## config.mk

```make
export PLATFORM = sky130hd
export DESIGN_NAME = pwr_wake_ctrl
export DESIGN_NICKNAME = d
export VERILOG_FILES = /design/src/rtl/pwr_wake_pkg.sv /design/src/rtl/pwr_wake_qual.sv /design/src/rtl/pwr_wake_warm.sv /design/src/rtl/pwr_wake_ctrl.sv
export SDC_FILE = /design/constraint.sdc
export NUM_CORES = 1
export LEC_CHECK = 0
export BUFFER_PORTS_ARGS = -buffer_cell sky130_fd_sc_hd__buf_4
export CORE_MARGIN = 4
export CORE_UTILIZATION = 41
export CTS_BUF_LIST = sky130_fd_sc_hd__clkbuf_8 sky130_fd_sc_hd__clkbuf_16
export CTS_CLUSTER_DIAMETER = 80
export DETAILED_ROUTE_END_ITERATION = 10
export PLACE_DENSITY = 0.72
export SYNTH_ARGS = -nofsm -noshare
export SYNTH_HDL_FRONTEND = slang
export SYNTH_SLANG_ARGS = --single-unit
```

## constraint.sdc

```tcl
create_clock -name clk -period 2.6 [get_ports clk]
set_input_delay 0 -clock clk [delete_from_list [all_inputs] [get_ports clk]]
set_output_delay 0 -clock clk [all_outputs]
set_load 0.005 [all_outputs]
```

## src/rtl/pwr_wake_pkg.sv

```systemverilog
package pwr_wake_pkg;
    typedef enum logic [1:0] {
        MODE_NORMAL = 2'd0,
        MODE_IDLE   = 2'd1,
        MODE_SLEEP  = 2'd2,
        MODE_STOP   = 2'd3
    } pwr_mode_e;

    typedef enum logic [2:0] {
        CAUSE_NONE  = 3'd0,
        CAUSE_IRQ   = 3'd1,
        CAUSE_NMI   = 3'd2,
        CAUSE_WDT   = 3'd3,
        CAUSE_RESET = 3'd4
    } wake_cause_e;

    typedef enum logic [2:0] {
        ST_RUN,
        ST_IDLE,
        ST_SLEEP,
        ST_STOP,
        ST_WARM,
        ST_OSC_WAIT,
        ST_DISPATCH
    } pwr_state_e;
endpackage

```

## src/rtl/pwr_wake_qual.sv

```systemverilog
module pwr_wake_qual
    import pwr_wake_pkg::*;
#(
    parameter int NIRQ = 2
) (
    input  pwr_mode_e         mode_i,
    input  logic [NIRQ-1:0]   irq_i,
    input  logic [NIRQ-1:0]   cpu_ie_i,
    input  logic [NIRQ-1:0]   wake_en_i,
    input  logic              nmi_pin_i,
    input  logic              wdt_nmi_i,
    output logic              hit_o,
    output wake_cause_e       cause_o,
    output logic              irq_live_o
);
    logic [NIRQ-1:0] line_cpu;
    logic [NIRQ-1:0] line_deep;

    for (genvar i = 0; i < NIRQ; i++) begin : g_line
        assign line_cpu[i]  = irq_i[i] & cpu_ie_i[i];
        assign line_deep[i] = line_cpu[i] & wake_en_i[i];
    end

    assign irq_live_o = |line_cpu;

    always_comb begin
        cause_o = CAUSE_NONE;
        unique case (mode_i)
            MODE_IDLE: begin
                if (nmi_pin_i)      cause_o = CAUSE_NMI;
                else if (wdt_nmi_i) cause_o = CAUSE_WDT;
                else if (|line_cpu) cause_o = CAUSE_IRQ;
            end
            MODE_SLEEP, MODE_STOP: begin
                if (nmi_pin_i)       cause_o = CAUSE_NMI;
                else if (|line_deep) cause_o = CAUSE_IRQ;
            end
            default: cause_o = CAUSE_NONE;
        endcase
    end

    assign hit_o = (cause_o != CAUSE_NONE);
endmodule

```

## src/rtl/pwr_wake_warm.sv

```systemverilog
module pwr_wake_warm #(
    parameter int CW = 8
) (
    input  logic          clk,
    input  logic          rst_n,
    input  logic          load_i,
    input  logic [CW-1:0] load_val_i,
    input  logic          run_i,
    output logic          done_o
);
    logic [CW-1:0] cnt_q;

    always_ff @(posedge clk or negedge rst_n) begin
        if (!rst_n) begin
            cnt_q <= '0;
        end else if (load_i) begin
            cnt_q <= load_val_i;
        end else if (run_i && (cnt_q != '0)) begin
            cnt_q <= cnt_q - 1'b1;
        end
    end

    assign done_o = (cnt_q == '0);
endmodule

```

## src/rtl/pwr_wake_ctrl.sv

```systemverilog
module pwr_wake_ctrl
    import pwr_wake_pkg::*;
#(
    parameter int NIRQ = 2,
    parameter int CW   = 8
) (
    input  logic            clk,
    input  logic            rst_n,
    input  logic            enter_req,
    input  logic [1:0]      enter_sel,
    input  logic [NIRQ-1:0] irq,
    input  logic [NIRQ-1:0] cpu_ie,
    input  logic [NIRQ-1:0] wake_en,
    input  logic            nmi_pin,
    input  logic            wdt_nmi,
    input  logic            osc_stable,
    input  logic [CW-1:0]   warm_cnt,
    output logic [1:0]      mode,
    output logic            cpu_clk_en,
    output logic            periph_clk_en,
    output logic            osc_en,
    output logic [2:0]      wake_cause,
    output logic            dispatch,
    output logic            reg_init
);
    pwr_state_e  state_q, state_d;
    wake_cause_e cause_q, cause_d;
    logic        init_q;
    pwr_mode_e   qual_mode;
    logic        wake_hit;
    wake_cause_e wake_sel;
    logic        irq_live;
    logic        warm_load;
    logic        warm_done;

    always_comb begin
        unique case (state_q)
            ST_IDLE:  qual_mode = MODE_IDLE;
            ST_SLEEP: qual_mode = MODE_SLEEP;
            ST_STOP:  qual_mode = MODE_STOP;
            default:  qual_mode = MODE_NORMAL;
        endcase
    end

    pwr_wake_qual #(.NIRQ(NIRQ)) u_qual (
        .mode_i     (qual_mode),
        .irq_i      (irq),
        .cpu_ie_i   (cpu_ie),
        .wake_en_i  (wake_en),
        .nmi_pin_i  (nmi_pin),
        .wdt_nmi_i  (wdt_nmi),
        .hit_o      (wake_hit),
        .cause_o    (wake_sel),
        .irq_live_o (irq_live)
    );

    assign warm_load = (state_q == ST_STOP) && wake_hit;

    pwr_wake_warm #(.CW(CW)) u_warm (
        .clk        (clk),
        .rst_n      (rst_n),
        .load_i     (warm_load),
        .load_val_i (warm_cnt),
        .run_i      (state_q == ST_WARM),
        .done_o     (warm_done)
    );

    // next-state and cause selection
    always_comb begin
        state_d = state_q;
        cause_d = cause_q;
        unique case (state_q)
            ST_RUN: begin
                if (enter_req) begin
                    unique case (enter_sel)
                        2'd1:    state_d = ST_IDLE;
                        2'd2:    state_d = ST_SLEEP;
                        2'd3:    state_d = ST_STOP;
                        default: state_d = ST_RUN;
                    endcase
                    if (enter_sel != 2'd0) cause_d = CAUSE_NONE;
                end
            end
            ST_IDLE, ST_SLEEP: begin
                if (wake_hit) begin
                    state_d = ST_DISPATCH;
                    cause_d = wake_sel;
                end
            end
            ST_STOP: begin
                if (wake_hit) begin
                    state_d = ST_WARM;
                    cause_d = wake_sel;
                end
            end
            ST_WARM:     if (warm_done) state_d = ST_OSC_WAIT;
            ST_OSC_WAIT: if (osc_stable) state_d = ST_DISPATCH;
            ST_DISPATCH: state_d = ST_RUN;
            default:     state_d = ST_RUN;
        endcase
    end

    // state register
    always_ff @(posedge clk or negedge rst_n) begin
        if (!rst_n) begin
            state_q <= ST_RUN;
            cause_q <= CAUSE_RESET;
            init_q  <= 1'b1;
        end else begin
            state_q <= state_d;
            cause_q <= cause_d;
            init_q  <= 1'b0;
        end
    end

    // outputs
    always_comb begin
        mode          = MODE_NORMAL;
        cpu_clk_en    = 1'b1;
        periph_clk_en = 1'b1;
        osc_en        = 1'b1;
        dispatch      = 1'b0;
        unique case (state_q)
            ST_IDLE: begin
                mode       = MODE_IDLE;
                cpu_clk_en = 1'b0;
            end
            ST_SLEEP: begin
                mode          = MODE_SLEEP;
                cpu_clk_en    = 1'b0;
                periph_clk_en = 1'b0;
            end
            ST_STOP: begin
                mode          = MODE_STOP;
                cpu_clk_en    = 1'b0;
                periph_clk_en = 1'b0;
                osc_en        = 1'b0;
            end
            ST_WARM: begin
                mode          = MODE_STOP;
                cpu_clk_en    = 1'b0;
                periph_clk_en = 1'b0;
            end
            ST_DISPATCH: dispatch = (cause_q != CAUSE_IRQ) || irq_live;
            default: ;
        endcase
    end

    assign wake_cause = cause_q;
    assign reg_init   = init_q;
endmodule

```

==> flow_summary.toml <==
[run_status]
outcome = "finished, final reports clean"

[timing]
worst_pin_slew_ns = 0.647
fin_crit_sh = 0.723
rsz0062_at_grt = "false"
setup_viol_count_final = 0
fmax_mhz = 532
min_period_ns = 1.88
slew_viol_final = 0
fin_ws_ns = 0.720
fin_tns_setup_ns = 0
relSlewSlack = 0.567
hold_viol_final = 0
skew_ns = 0.00200

[critical_path]
r2r_cells = 4
cp.required_ns = 2.74
critPathMaxStageDelay_ns = 0.55
startpoint_type = "flop"
r2r-end = "state_q[0]$_DFFE_PN0P_"
r2r_setup_slack_ns = 0.72
critPathKind = "reg2reg"
slowest_stage = "dfrtp_1"
crit_fanout = 13
arrival_ns = 2.02
path_delay_family = "compound AO/OA/AOI/OAI gates"
path_cells = "nand2b_1, a2111oi_1, nor3_1, a311o_1"
timing.rr.start = "state_q[0]$_DFFE_PN0P_"
path_buf_inv = 0
cp-end-kind = "flop"

[place]
gp_congestion = 0.922
pre_cts_slack_ns = 0.721
placed_area_mm2 = 0.00121
dpl.hpwl_um = 1920
port-buffer-count = 31

[floorplanning]
fp.dieW_um = 56.4
die_h_um = 56.4
num_rows = 17
dieArea_mm2 = 0.00318
io_pins = 32
coreArea_mm2 = 0.00221
initial_core_util = 0.434

[drt]
first_iter_violations = 52
first_pass_iters = 4
vias = 977
drc = 0
ant_nets = 0
finalWirelength_um = 2550
detail_route.vias_per_cell = 5.65
drt-wirelength-per-cell_um = 14.8

[layout]
fin_util = 0.606
antenna_cells = 0
nNetsFinal = 170
drive_gt1_frac = 0.297
syn_to_final_growth_pct = 39.6
design_area_mm2 = 0.00134
num-fill-cells = 206

[yosys]
yosysMostFrequentCell = "dfrtp_1"
synth_nets = 129
post_synth_instance_area_um2 = 960
ys_top_cells_by_area = "dfrtp_1 (34%), dfstp_2 (5.5%), a21oi_1 (3.1%), nand2_1 (3.1%), inv_1 (2.7%)"
synthCells = 105
yosys.area.top_type = "dfrtp_1"
synth_common_cells = "dfrtp_1 (13), nand2_1 (8), inv_1 (7), nor2_1 (7), a21oi_1 (6)"
postSynthAreaPerCell_um2 = 9.14
ys_ff_latch = 15
synth_top_area_share = 0.339
async_flop_share = 1.00
synth-seq-area-share = 0.394
yosysUniqueCellTypes = 41
yosys_warnings = 0
synthFlopType = "dfrtp_1"
synth_edf_count = 0

[worst_hold_path]
min_from = "warm_cnt[3]"
worstHoldEndpoint = "u_warm.cnt_q[3]$_DFFE_PN0P_"
hold_class = "in2reg"
min_path_cells = 3

[grt]
antenna_found_initial = 0
gr-usage-all-layers = 0.180
met1_usage = 0.237
grt_pass1_wl_um = 4470
overflow = 0
first_global_vias = 959
use_met3 = 0.0299
grt-busiest-layer = "met2"
grt_util_met2 = 0.295
grt_max_degree = 16

[clock_tree]
cts_resized = 0
cts_buffers = 3
cts_tree = "built"
clockBufferDepth = 2
insertion_delay_ns = 0.25
cts.sinks = 15
path_clk_slew_ns = 0.07
cts_max_level = 1
root_buffer = "clkbuf_8"

[power_and_ir_drop]
power_density_mw_per_mm2 = 987
power.leakage_uw = 0.000574
vdd_drop_max_v = 0.000606

[flow_run]
cap_violations = 0
[routing by layer]
layer  share of wire  vias up
met5               0        -
met4           0.012        0
li1                -      477
met3           0.056        4
met1            0.43      456
met2            0.50       40
[tightest hold or removal path: stages]
cell and delay (ns):
buf_4 0.11, nor2_1 0.09, a31oi_1 0.05
[what timing repair did]
item	CTS	global route
hold endpoints to repair	22	0
buffers inserted	0	0
setup endpoints to repair	0	0
hold buffers	8	0
[state kept, by name, summed over array words and instances (netlist names)]
signal,flops
u_warm.cnt_q,8
wake_cause,3
state_q,3
reg_init,1
[cell families (layout without fill, tap and decap cells)]
group,after synthesis,after routing,share of synthesized area
multiplexers,2,2,0.0222
adder cells (fa/ha/maj),2,2,0.0261
XOR/XNOR,4,4,0.0365
AND/OR/NAND/NOR,42,42,0.266
other,1,1,0.00391
buffers and inverters,10,50,0.0417
AO/OA/AOI/OAI,29,29,0.210
flip-flops,15,15,0.394
[power by group]
group / switching [µW] / leakage, µW / internal, µW
logic: 298 / 0.000373 / 346
registers: 141 / 0.000175 / 337
clock network: 93.2 / 0.0000255 / 106
[placed cells by master (no fill, tap or decap), drive strengths merged, types with 2 or more instances in the layout]
| master | netlist | layout |
|---|---|---|
| o311ai | 3 | 3 |
| nand3 | 4 | 4 |
| clkbuf | 1 | 3 |
| or4 | 2 | 2 |
| a22oi | 2 | 2 |
| nor3b | 2 | 2 |
| xnor2 | 3 | 3 |
| o211ai | 3 | 3 |
| a211oi | 2 | 2 |
| or3 | 2 | 2 |
| nor4b | 2 | 2 |
| nor2 | 7 | 7 |
| a31o | 2 | 2 |
| dfrtp | 13 | 13 |
| nor3 | 2 | 2 |
| a2111oi | 2 | 2 |
| inv | 7 | 7 |
| dlygate4sd3 | 0 | 8 |
| o21ai | 5 | 5 |
| ha | 2 | 2 |
| a21oi | 6 | 6 |
| nand2 | 8 | 8 |
| buf | 2 | 31 |
| a31oi | 2 | 2 |
| dfstp | 2 | 2 |
| nand4bb | 2 | 2 |
| nand2b | 3 | 3 |
[how the worst max path moves through the flow]
stage | slack (ns) | from | cells past startpoint | endpoint
final | 0.72 | state_q[0]$_DFFE_PN0P_ | 4 | state_q[0]$_DFFE_PN0P_
after global routing | 0.57 | state_q[0]$_DFFE_PN0P_ | 4 | state_q[0]$_DFFE_PN0P_
after CTS | 0.73 | state_q[0]$_DFFE_PN0P_ | 4 | state_q[0]$_DFFE_PN0P_
after detailed placement | 0.72 | state_q[0]$_DFFE_PN0P_ | 4 | state_q[0]$_DFFE_PN0P_
after global placement | 0.80 | state_q[0]$_DFFE_PN0P_ | 4 | state_q[0]$_DFFE_PN0P_
after floorplan | 0.92 | u_warm.cnt_q[3]$_DFFE_PN0P_ | 4 | u_warm.cnt_q[7]$_DFFE_PN0P_
[cell type report]
type | instances | area (µm²) | share of cell area
Clock buffer | 3 | 41.3 | 0.0308
Clock inverter | 1 | 5.00 | 0.00373
Inverter | 7 | 26.3 | 0.0196
Multi-Input combinational cell | 80 | 542 | 0.404
Sequential cell | 15 | 378 | 0.282
Tap cell | 28 | 35.0 | 0.0261
Timing Repair Buffer | 39 | 313 | 0.233
[stage by stage]
step	power, µW	instances	hold WS (ns)
finish	1320	173	0.0219
global route	1440	173	0.0469
CTS	1330	173	0.0171
detailed placement	1110	161	-0.130
global placement	1090	161	-0.132
floorplan	870	105	-0.296
Note: power is estimated with default switching activity, not from simulation.
